==> src/rtl/spi_chain_pkg.sv <==
package spi_chain_pkg;

   // Synchronized view of one serial pin as seen in the system clock domain.
   typedef struct packed {
      logic level;
      logic rise;
      logic fall;
   } pin_evt_t;

endpackage

==> src/rtl/spi_chain_sync.sv <==
module spi_chain_sync
   import spi_chain_pkg::*;
#(
   parameter int STAGES  = 2,
   parameter bit RST_VAL = 1'b0
) (
   input  logic     clk,
   input  logic     rst_n,
   input  logic     pin,
   output pin_evt_t evt
);

   localparam int CHAIN_W = STAGES + 1;

   if (STAGES < 2) begin : g_bad_stages
      $error("spi_chain_sync: STAGES must be at least 2");
   end

   // chain[STAGES-1] is the synchronized level, chain[STAGES] its previous value.
   logic [CHAIN_W-1:0] chain;

   always_ff @(posedge clk or negedge rst_n) begin
      if (!rst_n) begin
         chain <= {CHAIN_W{RST_VAL}};
      end else begin
         chain <= {chain[CHAIN_W-2:0], pin};
      end
   end

   always_comb begin
      evt.level = chain[STAGES-1];
      evt.rise  = chain[STAGES-1] & ~chain[STAGES];
      evt.fall  = ~chain[STAGES-1] & chain[STAGES];
   end

endmodule

==> src/rtl/spi_chain_shifter.sv <==
module spi_chain_shifter
   import spi_chain_pkg::*;
#(
   parameter int WORD_W = 16
) (
   input  logic              clk,
   input  logic              rst_n,
   input  pin_evt_t          cs_evt,
   input  pin_evt_t          sclk_evt,
   input  pin_evt_t          sdi_evt,
   input  logic [WORD_W-1:0] status_in,
   output logic              sdo_bit,
   output logic              first_pend,
   output logic              commit,
   output logic [WORD_W-1:0] word
);

   localparam int CNT_W = $clog2(WORD_W);

   if (WORD_W < 4 || (WORD_W & (WORD_W - 1)) != 0) begin : g_bad_word
      $error("spi_chain_shifter: WORD_W must be a power of two of at least 4");
   end

   logic              active;
   logic [WORD_W-1:0] in_sr;
   logic [WORD_W-1:0] out_sr;
   logic [CNT_W-1:0]  bit_cnt;
   logic              full_seen;

   assign active  = ~cs_evt.level;
   assign sdo_bit = out_sr[WORD_W-1];
   assign word    = in_sr;

   // Output side: preload status at the first rise, then act as a delay line.
   always_ff @(posedge clk or negedge rst_n) begin
      if (!rst_n) begin
         out_sr     <= '0;
         first_pend <= 1'b0;
      end else if (cs_evt.fall) begin
         first_pend <= 1'b1;
      end else if (active && sclk_evt.rise) begin
         first_pend <= 1'b0;
         if (first_pend) begin
            out_sr <= status_in;
         end else begin
            out_sr <= {out_sr[WORD_W-2:0], in_sr[0]};
         end
      end
   end

   // Input side: capture on falling edges, count modulo the word length.
   always_ff @(posedge clk or negedge rst_n) begin
      if (!rst_n) begin
         in_sr     <= '0;
         bit_cnt   <= '0;
         full_seen <= 1'b0;
      end else if (cs_evt.fall) begin
         bit_cnt   <= '0;
         full_seen <= 1'b0;
      end else if (active && sclk_evt.fall) begin
         in_sr   <= {in_sr[WORD_W-2:0], sdi_evt.level};
         bit_cnt <= bit_cnt + 1'b1;
         if (bit_cnt == CNT_W'(WORD_W - 1)) begin
            full_seen <= 1'b1;
         end
      end
   end

   // Commit on deselect only when the frame held a whole number of words.
   always_ff @(posedge clk or negedge rst_n) begin
      if (!rst_n) begin
         commit <= 1'b0;
      end else begin
         commit <= cs_evt.rise && full_seen && (bit_cnt == '0);
      end
   end

endmodule

==> src/rtl/spi_chain_regbank.sv <==
module spi_chain_regbank #(
   parameter int WORD_W = 16,
   parameter int ADDR_W = 3,
   parameter int NREG   = 6
) (
   input  logic                         clk,
   input  logic                         rst_n,
   input  logic                         commit,
   input  logic [WORD_W-1:0]            word,
   output logic [NREG-1:0][WORD_W-ADDR_W-1:0] ctrl_q,
   output logic [NREG-1:0]              ctrl_we
);

   localparam int DATA_W = WORD_W - ADDR_W;

   if (NREG < 1 || NREG > (1 << ADDR_W)) begin : g_bad_nreg
      $error("spi_chain_regbank: NREG must fit the address field");
   end

   logic [ADDR_W-1:0] addr;
   logic [DATA_W-1:0] data;

   assign addr = word[WORD_W-1 -: ADDR_W];
   assign data = word[DATA_W-1:0];

   for (genvar i = 0; i < NREG; i++) begin : g_reg
      logic hit;
      assign hit = commit && (addr == ADDR_W'(i));

      always_ff @(posedge clk or negedge rst_n) begin
         if (!rst_n) begin
            ctrl_q[i]  <= '0;
            ctrl_we[i] <= 1'b0;
         end else begin
            ctrl_we[i] <= hit;
            if (hit) begin
               ctrl_q[i] <= data;
            end
         end
      end
   end

endmodule

==> src/rtl/spi_chain_slave.sv <==
module spi_chain_slave
   import spi_chain_pkg::*;
#(
   parameter int WORD_W      = 16,
   parameter int ADDR_W      = 3,
   parameter int NREG        = 6,
   parameter int SYNC_STAGES = 2
) (
   input  logic                                clk,
   input  logic                                rst_n,
   input  logic                                cs_n,
   input  logic                                sclk,
   input  logic                                sdi,
   output logic                                sdo,
   output logic                                sdo_oe,
   input  logic [WORD_W-1:0]                   status_in,
   output logic [NREG-1:0][WORD_W-ADDR_W-1:0]  ctrl_q,
   output logic [NREG-1:0]                     ctrl_we
);

   localparam int NPIN = 3;
   localparam logic [NPIN-1:0] PIN_RST = 3'b100; // cs idles high

   if (ADDR_W >= WORD_W) begin : g_bad_addr
      $error("spi_chain_slave: ADDR_W must be smaller than WORD_W");
   end

   logic     [NPIN-1:0] pins;
   pin_evt_t            evts [NPIN];

   assign pins = {cs_n, sclk, sdi};

   for (genvar p = 0; p < NPIN; p++) begin : g_sync
      spi_chain_sync #(
         .STAGES  (SYNC_STAGES),
         .RST_VAL (PIN_RST[p])
      ) u_sync (
         .clk   (clk),
         .rst_n (rst_n),
         .pin   (pins[p]),
         .evt   (evts[p])
      );
   end

   logic              cs_lvl;
   logic              sclk_rise;
   logic              first_pend;
   logic              commit;
   logic [WORD_W-1:0] word;

   assign cs_lvl    = evts[2].level;
   assign sclk_rise = evts[1].rise;

   spi_chain_shifter #(
      .WORD_W (WORD_W)
   ) u_shift (
      .clk        (clk),
      .rst_n      (rst_n),
      .cs_evt     (evts[2]),
      .sclk_evt   (evts[1]),
      .sdi_evt    (evts[0]),
      .status_in  (status_in),
      .sdo_bit    (sdo),
      .first_pend (first_pend),
      .commit     (commit),
      .word       (word)
   );

   spi_chain_regbank #(
      .WORD_W (WORD_W),
      .ADDR_W (ADDR_W),
      .NREG   (NREG)
   ) u_regs (
      .clk     (clk),
      .rst_n   (rst_n),
      .commit  (commit),
      .word    (word),
      .ctrl_q  (ctrl_q),
      .ctrl_we (ctrl_we)
   );

   // Output is driven only while the pin-level select is active.
   assign sdo_oe = ~cs_n;

endmodule

==> config.mk <==
export PLATFORM = sky130hd
export DESIGN_NAME = spi_chain_slave
export DESIGN_NICKNAME = d
export VERILOG_FILES = /design/src/rtl/spi_chain_pkg.sv /design/src/rtl/spi_chain_sync.sv /design/src/rtl/spi_chain_shifter.sv /design/src/rtl/spi_chain_regbank.sv /design/src/rtl/spi_chain_slave.sv
export SDC_FILE = /design/constraint.sdc
export NUM_CORES = 1
export LEC_CHECK = 0
export ABC_AREA = 1
export BUFFER_PORTS_ARGS = -buffer_cell sky130_fd_sc_hd__buf_2
export CORE_MARGIN = 8
export CORE_UTILIZATION = 49
export CTS_CLUSTER_DIAMETER = 30
export DETAILED_ROUTE_END_ITERATION = 6
export PLACE_DENSITY = 0.85
export SLEW_MARGIN = 20
export SYNTH_ARGS = -nofsm -noshare
export SYNTH_HDL_FRONTEND = slang
export SYNTH_SLANG_ARGS = --single-unit
==> constraint.sdc <==
create_clock -name clk -period 1.3 [get_ports clk]
set_clock_uncertainty 0.05 [all_clocks]
set_input_delay 0.065 -clock clk [delete_from_list [all_inputs] [get_ports clk]]
set_output_delay 0.065 -clock clk [all_outputs]
set_load 0.005 [all_outputs]
==> results of run 1 <==
area by class of cell:
type / count / share of cell area (%)
multi-input cells: 301 / 23.9
well taps: 136 / 2.41
inverters: 44 / 2.33
clock buffers: 19 / 6.10
diodes: 2 / 0.0707
clock inverters: 13 / 1.77
repair buffers: 160 / 17.0
flip-flops and latches: 131 / 46.4
through the flow:
stage,std cells,total power (uW),setup TNS (ps),setup WS (ps),area [sq um]
after floorplan,494,4810,0,91.2,5050
after global placement,730,5100,-6400,-235,5780
after detailed placement,730,5150,-10150,-447,5780
after CTS,794,9640,-992,-89.2,6710
after global routing,806,10100,-3010,-156,7070
final,806,9740,-683,-156,7070
critical path, cell delays in order, from the launching register on:
cell and delay (ps):
sky130_fd_sc_hd__dfrtp_1 410, sky130_fd_sc_hd__nor2_4 240, sky130_fd_sc_hd__nand3_4 160, sky130_fd_sc_hd__buf_12 170
sky130_fd_sc_hd__o21ai_0 300
where the power goes:
part,switching (uW),leakage [uW],internal [uW]
logic,539,0.00161,304
clock network,1850,0.000275,2620
registers,120,0.00176,4310
flip-flops by register name, indices dropped and copies added, names as in the netlist:
register	cells
u_regs.ctrl_q	78
u_shift.out_sr	16
u_shift.word	16
g_sync.u_sync.chain	8
u_regs.ctrl_we	6
u_shift.bit_cnt	4
u_shift.commit	1
u_shift.first_pend	1
u_shift.full_seen	1
layout by cell type, fill, tap and decap left out, drive strengths merged:
cell type and count:
nand2 150, buf 136, dfrtp 128, o21ai 128
inv 48, clkbuf 23, dlygate4sd3 20, nand3 10
nor2 8, clkinv 7, dfstp 3, diode 2
ha 2, nor4 1, nand4 1, xor2 1
bufinv 1, clkinvlp 1
timing repair:
item                       4_1_cts  5_1_grt
hold endpoints to repair       150        0
gates cloned                     3        5
setup endpoints to repair       62       95
hold buffers                    20        0
pin swaps                        3        9
buffers inserted                10        6
gates resized for setup         28       87
how the worst max path moves through the flow:
stage	slack (ps)	cells after the start	end
after detailed placement	-450	4	u_shift.out_sr[12]
final	-160	4	u_regs.ctrl_q[42]
after floorplan	90	5	u_regs.ctrl_q[32]
after global routing	-160	5	u_regs.ctrl_q[42]
after CTS	-90	3	u_regs.ctrl_q[3]
after global placement	-240	4	u_shift.out_sr[6]
logic make-up after synthesis:
family                     after synthesis  share of synthesized area [%]
buffers and inverters                   65                           6.64
xor gates and xnor gates                 1                          0.173
DFF                                    131                           65.0
adders and majority gates                2                          0.495
AOI/OAI and AO/OA                      128                           14.0
and+or+nand+nor                        167                           13.7
per-layer routing:
layer	GRT usage (%)	vias up	part of all wire [%]
met2	32.4	199	50
met4	10.0	0	4.1
li1	-	1928	-
met3	4.65	54	5.5
met1	22.9	2155	40
met5	0	-	0
==> results by group, run 1 <==
Status
  • Status: finished with violations
  • Violations in the final reports: setup timing

Synth
  • Sequential fraction of the synthesis area: 65.0%
  • Mapped Nets: 517
  • Leading post-synthesis cells by cell area: sky130_fd_sc_hd__dfrtp_1, sky130_fd_sc_hd__nand2_1, sky130_fd_sc_hd__o21ai_0
  • Per-instance average area after synthesis: 10.2 sq um
  • Yosys warnings: 0
  • Most frequent cell after synthesis: sky130_fd_sc_hd__nand2_1
  • Main synth FF type: sky130_fd_sc_hd__dfrtp_1
  • Cell type with the largest total area after synthesis: sky130_fd_sc_hd__dfrtp_1
  • Share of the synthesized area in the top cell type: 63.4%
  • Netlist Area Pre-Place: 0.00505 sq mm
  • Unique cell type count in the Yosys netlist: 22
  • Share of async-settable or async-resettable flops after synthesis: 100%
  • Count of flip-flops with a built-in enable after synthesis: 0
  • Count of mapped cells out of synthesis: 494
  • Most frequent cells after synthesis: sky130_fd_sc_hd__nand2_1, sky130_fd_sc_hd__dfrtp_1, sky130_fd_sc_hd__o21ai_0
  • Flip-flop and latch count after synthesis: 131

Floorplanning
  • Initial Util: 49.6%
  • Standard-cell rows: 37
  • Horizontal extent of the die: 118 microns
  • Vertical die dimension: 118 microns
  • Die area: 0.0138 sq mm
  • Number of primary I/O pins: 107
  • Placeable core region: 0.0102 sq mm

Placement
  • Port Buffers: 106
  • RePlAce Congestion: 0.786
  • HPWL after detailed placement: 8.12 mm

Worst setup path
  • Worst Setup End Kind: register
  • Arrival @ worst endpoint: 1790 ps
  • Startpoint of the lowest-slack register-to-register path: u_shift.word[15]
  • Worst setup path class: register to register
  • Worst-path maximum fanout: 7
  • Endpoint of the worst-slack reg-to-reg timing path: u_regs.ctrl_q[42]
  • Element type at the critical path start: register
  • Slack of the worst reg-to-reg path: -160 ps
  • Reg2Reg Depth: 4
  • Worst setup startpoint: u_shift.word[15]
  • Critical Path RT: 1630 ps

CTS
  • Clk buf depth: 2
  • Latest clock arrival within the worst-skew pair: 510 ps
  • Number of H-tree levels: 4
  • TritonCTS clock tree: done
  • Clock-pin slew reported for the worst setup and hold paths after clock tree synthesis: 60 ps
  • Number of buffers created by CTS: 17
  • CTS root buffer: sky130_fd_sc_hd__clkbuf_8
  • # clock sinks: 131

Global route
  • Pin count of the biggest net entering global routing: 40
  • Global-route wire length before repair: 21.7 mm
  • Vias in the first global route: 4,310
  • Total global routing overflow: 0
  • Number of antenna violations at the first check in global routing: 2
  • Overall Global Routing Usage: 19.4%

Timing
  • Worst Tran Pin Value: 453 ps
  • Setup violations, final: 28
  • Post-route worst hold slack: 2.87 ps
  • Unrepaired setup endpoints after global routing: true
  • Slew Limit Fails: 0
  • Period utilisation layout: 112%
  • Crit path time final: 1460 ps
  • Worst relative slew slack: 69.8%
  • Max Clk Rate: 687 MHz
  • Final setup slack of the worst path: -156 ps
  • Final-report hold violation count: 0

Finish
  • Fill cell instance count of the final layout: 696
  • Final core utilization: 69.5%
  • Area of combinational cells with multiple inputs: 0.00169 sq mm
  • P&R area growth vs syn: 40.1%
  • FF+latch area: 0.00328 sq mm
  • Fraction of layout cells with a size suffix above 1: 39.2%
  • Final net count: 678

Job
  • Max-Cap Viols: 0

Routing
  • First-iteration detailed-routing DRC count: 416
  • Wire length reported by the detailed router: 14.9 mm
  • WL/cell: 18.5 microns
  • Via count: 4,336
  • DRC violations left: 0
  • Antenna Nets Post-Route: 0
  • Detailed-router iteration count before antenna repair: 5
  • Drt via density: 5.38

Worst hold path
  • Worst min-delay path category: input pin to async pin

Pwr
  • Power per unit of standard cell area: 1380 mW/mm^2
  • Lkg Pwr: 0.00365 uW
  • Peak ir drop on the vdd network: 0.874 mV
Power figures use the tool's default switching activity.
==> inputs of run 2 (changes only) <==
--- a/config.mk
+++ b/config.mk
@@ -6,12 +6,13 @@
 export NUM_CORES = 1
 export LEC_CHECK = 0
 export ABC_AREA = 1
-export BUFFER_PORTS_ARGS = -buffer_cell sky130_fd_sc_hd__buf_2
+export CORE_ASPECT_RATIO = 1.2
 export CORE_MARGIN = 8
-export CORE_UTILIZATION = 49
+export CORE_UTILIZATION = 56
 export CTS_CLUSTER_DIAMETER = 30
 export DETAILED_ROUTE_END_ITERATION = 6
-export PLACE_DENSITY = 0.85
+export DONT_BUFFER_PORTS = 1
+export PLACE_DENSITY = 0.83
 export SLEW_MARGIN = 20
 export SYNTH_ARGS = -nofsm -noshare
 export SYNTH_HDL_FRONTEND = slang
==> run 2 against run 1 <==
The flow finishes with violations (hold timing). Maximum frequency up 16%. Sequential share of layout area up 7.4 points. Sequential power about the same.
==> results by group, run 2 (synthesis gave the netlist of run 1 again) <==
Pwr
  • Switching power summed over all nets: 2150 uW (was 2510 uW)
  • Sw frac: 22.2% (was 25.8%)
  • Power per unit of standard cell area: 1580 mW/mm^2 (was 1380 mW/mm^2)
  • Proportion of power drawn by flip-flops and latches: 45.8% (was 45.5%)
  • Cell Int Power: 7530 uW (was 7230 uW)
  • Peak ir drop on the vdd network: 0.871 mV (was 0.874 mV)
  • Power share of the combinational group: 6.3% (was 8.7%)
  • Clock network fraction of total power: 48.0% (was 45.9%)
  • Lkg Pwr: 0.00288 uW (was 0.00365 uW)
  • Overall power of the completed layout: 9670 uW (was 9740 uW)

Global route
  • Number of antenna violations at the first check in global routing: 0 (was 2)
  • Overall Global Routing Usage: 20.3% (was 19.4%)
  • Vias in the first global route: 3,586 (was 4,310)
  • Pin count of the biggest net entering global routing: 132 (was 40)
  • Total global routing overflow: 0 (unchanged)
  • Global-route wire length before repair: 18.8 mm (was 21.7 mm)

Worst setup path
  • Critical Path RT: 1630 ps (about the same)
  • Arrival @ worst endpoint: 1580 ps (was 1790 ps)
  • Kind of cell adding the most delay to the critical path: flip-flops (unchanged)
  • CP max stage delay: 530 ps (was 410 ps)
  • Worst Setup End Kind: register (unchanged)
  • Cell with the largest stage delay on the worst path: sky130_fd_sc_hd__dfstp_2 (was sky130_fd_sc_hd__dfrtp_1)
  • Element type at the critical path start: register (unchanged)
  • Critical path cell sequence: inv_2 > nand3_4 > nor2_4 > buf_12 > nand2_1 > o21ai_0 (was nor2_4 > nand3_4 > buf_12 > o21ai_0)
  • Buf+Inv Stages, Crit Path: 2 (was 1)
  • Worst setup path class: register to register (unchanged)
  • Worst-path maximum fanout: 16 (was 7)

Floorplanning
  • Initial Util: 56.8% (was 49.6%)
  • Placeable core region: 0.00889 sq mm (was 0.0102 sq mm)
  • Vertical die dimension: 120 microns (was 118 microns)
  • Die area: 0.0123 sq mm (was 0.0138 sq mm)
  • Number of primary I/O pins: 107 (unchanged)
  • Horizontal extent of the die: 103 microns (was 118 microns)
  • Standard-cell rows: 38 (was 37)

Routing
  • DRC violations left: 0 (unchanged)
  • Detailed route wirelength on metal3: 1.03 mm (was 824 microns)
  • Wire length reported by the detailed router: 12.0 mm (was 14.9 mm)
  • Top routing layer in use: met4 (unchanged)
  • WL/cell: 18.0 microns (was 18.5 microns)
  • Detailed-router iteration count before antenna repair: 4 (was 5)
  • DR WL met2: 6.41 mm (was 7.51 mm)
  • First-iteration detailed-routing DRC count: 289 (was 416)
  • Antenna Nets Post-Route: 0 (unchanged)
  • Drt via density: 5.35 (was 5.38)
  • Via count: 3,555 (was 4,336)
  • Met1 Wirelength: 4.22 mm (was 5.93 mm)

CTS
  • CTS root buffer: sky130_fd_sc_hd__clkbuf_8 (unchanged)
  • Number of buffers inserted by hold repair at cts: 19 (was 20)
  • Number of buffers created by CTS: 17 (unchanged)
  • # clock sinks: 131 (unchanged)
  • Clock-pin slew reported for the worst setup and hold paths after clock tree synthesis: 60 ps (about the same)
  • Clk buf depth: 2 (unchanged)
  • Latest clock arrival within the worst-skew pair: 500 ps (was 510 ps)
  • TritonCTS clock tree: done (unchanged)
  • Number of H-tree levels: 4 (unchanged)

Status
  • Violations in the final reports: hold timing (was setup timing)
  • Status: finished with violations (unchanged)

Finish
  • P&R area growth vs syn: 20.9% (was 40.1%)
  • Ant diodes: 0 (was 2)
  • Largest reg by FF count: u_regs.ctrl_q (unchanged)
  • Fill cell instance count of the final layout: 637 (was 696)
  • Number of flip-flops in the largest register: 78 (unchanged)
  • Final non-filler cell area: 0.00610 sq mm (was 0.00707 sq mm)
  • Most used cells in the layout excluding fill and tap cells: sky130_fd_sc_hd__nand2_1, sky130_fd_sc_hd__dfrtp_1, sky130_fd_sc_hd__o21ai_0 (was sky130_fd_sc_hd__dfrtp_1, sky130_fd_sc_hd__nand2_1, sky130_fd_sc_hd__buf_2)
  • Final net count: 555 (was 678)
  • Fraction of layout cells with a size suffix above 1: 17.1% (was 39.2%)
  • Most frequent standard cell in the layout excluding fill and tap cells: sky130_fd_sc_hd__nand2_1 (was sky130_fd_sc_hd__dfrtp_1)

Timing
  • Slew Limit Fails: 0 (unchanged)
  • Unrepaired setup endpoints after global routing: true (unchanged)
  • Final total negative setup slack: 0 ps (was -683 ps)
  • Worst Tran Pin Value: 401 ps (was 453 ps)
  • Max Clk Rate: 800 MHz (was 687 MHz)
  • Period utilisation layout: 96.2% (was 112%)
  • Crit path time final: 1250 ps (was 1460 ps)
  • Post-route worst hold slack: -795 ps (was 2.87 ps)
  • Setup violations, final: 0 (was 28)
  • Final-report hold violation count: 131 (was 0)
  • Worst relative slew slack: 73.3% (was 69.8%)

Placement
  • Post-place instance area: 0.00516 sq mm (was 0.00578 sq mm)
  • Port Buffers: 0 (was 106)
  • RePlAce Congestion: 0.800 (was 0.786)
  • HPWL after detailed placement: 7.14 mm (was 8.12 mm)

Worst hold path
  • Worst min-delay path category: input pin to async pin (unchanged)

Job
  • Max-Cap Viols: 0 (unchanged)
-- run 2: cell count changes in the layout (fill, tap and decap cells not counted), sizes merged --
| cell | previous run | this run |
|---|---|---|
| bufinv | 1 | 3 |
| clkinv | 7 | 4 |
| diode | 2 | 0 |
| dlygate4sd3 | 20 | 19 |
| buf | 136 | 18 |
| inv | 48 | 44 |
| clkinvlp | 1 | 2 |
-- run 2: what timing repair did --
| item | CTS | global route |
|---|---|---|
| endpoints found under the hold margin | 150 | 131 |
| setup buffers | 7 | 0 |
| setup endpoints to repair | 37 | 63 |
| pin swaps | 5 | 2 |
| resized for setup | 8 | 27 |
| gates cloned | 2 | 1 |
-- run 2: routing by layer --
layer  vias to the layer above  GRT usage, %
met5                         -             0
met4                         0          8.19
met1                      1717          21.8
met3                        28          7.30
li1                       1665             -
met2                       145          35.2
-- run 2: per-stage QoR --
| stage | setup WS, ps | utilization, % | cells | hold WS [ps] |
|---|---|---|---|---|
| after floorplan | 91.2 | - | 494 | -281 |
| after global placement | -286 | 58.1 | 604 | -277 |
| after detailed placement | -409 | 58.1 | 604 | -277 |
| after CTS | -20.0 | 68.2 | 664 | -814 |
| after global routing | -0.548 | 68.7 | 665 | -830 |
| final | 50.0 | 68.7 | 665 | -795 |
-- run 2: worst reg2reg max path, cell delays in order, from the launching register on --
cell and delay (ps):
sky130_fd_sc_hd__dfstp_2 530, sky130_fd_sc_hd__inv_2 70, sky130_fd_sc_hd__nand3_4 130, sky130_fd_sc_hd__nor2_4 60, sky130_fd_sc_hd__buf_12 140, sky130_fd_sc_hd__nand2_1 60, sky130_fd_sc_hd__o21ai_0 80
-- run 2: cell type report --
| class | instances | area (sq um) | area share, % |
|---|---|---|---|
| repair buffers | 37 | 404 | 6.62 |
| clock buffers | 23 | 457 | 7.48 |
| clock inverters | 9 | 129 | 2.11 |
| inverters | 44 | 165 | 2.71 |
| multi-input cells | 301 | 1520 | 24.8 |
| flip-flops and latches | 131 | 3280 | 53.8 |
| well taps | 120 | 150 | 2.46 |
-- run 2: worst paths after layout --
kind	from	endpoint	slack [ps]	cells past startpoint
setup / recovery	g_sync[2].u_sync.chain[1]	u_shift.out_sr[5]	50	6
hold / removal	rst_n	u_shift.word[9]	-790	0
setup reg to reg	g_sync[2].u_sync.chain[1]	u_shift.out_sr[5]	50	6
hold reg to reg	g_sync[1].u_sync.chain[0]	g_sync[1].u_sync.chain[1]	300	0
max in group asynchronous	rst_n	g_sync[2].u_sync.chain[2]	1800	0
min in group clk	cs_n	g_sync[2].u_sync.chain[0]	60	1
-- run 2: power by group through the flow --
stage | clock network [uW] | registers (uW) | logic, uW
2_1_floorplan | 0 | 4460 | 345
3_3_place_gp | 0 | 4490 | 466
3_5_place_dp | 0 | 4490 | 497
4_1_cts | 4680 | 4430 | 582
5_1_grt | 4910 | 4450 | 681
6_report | 4640 | 4430 | 606
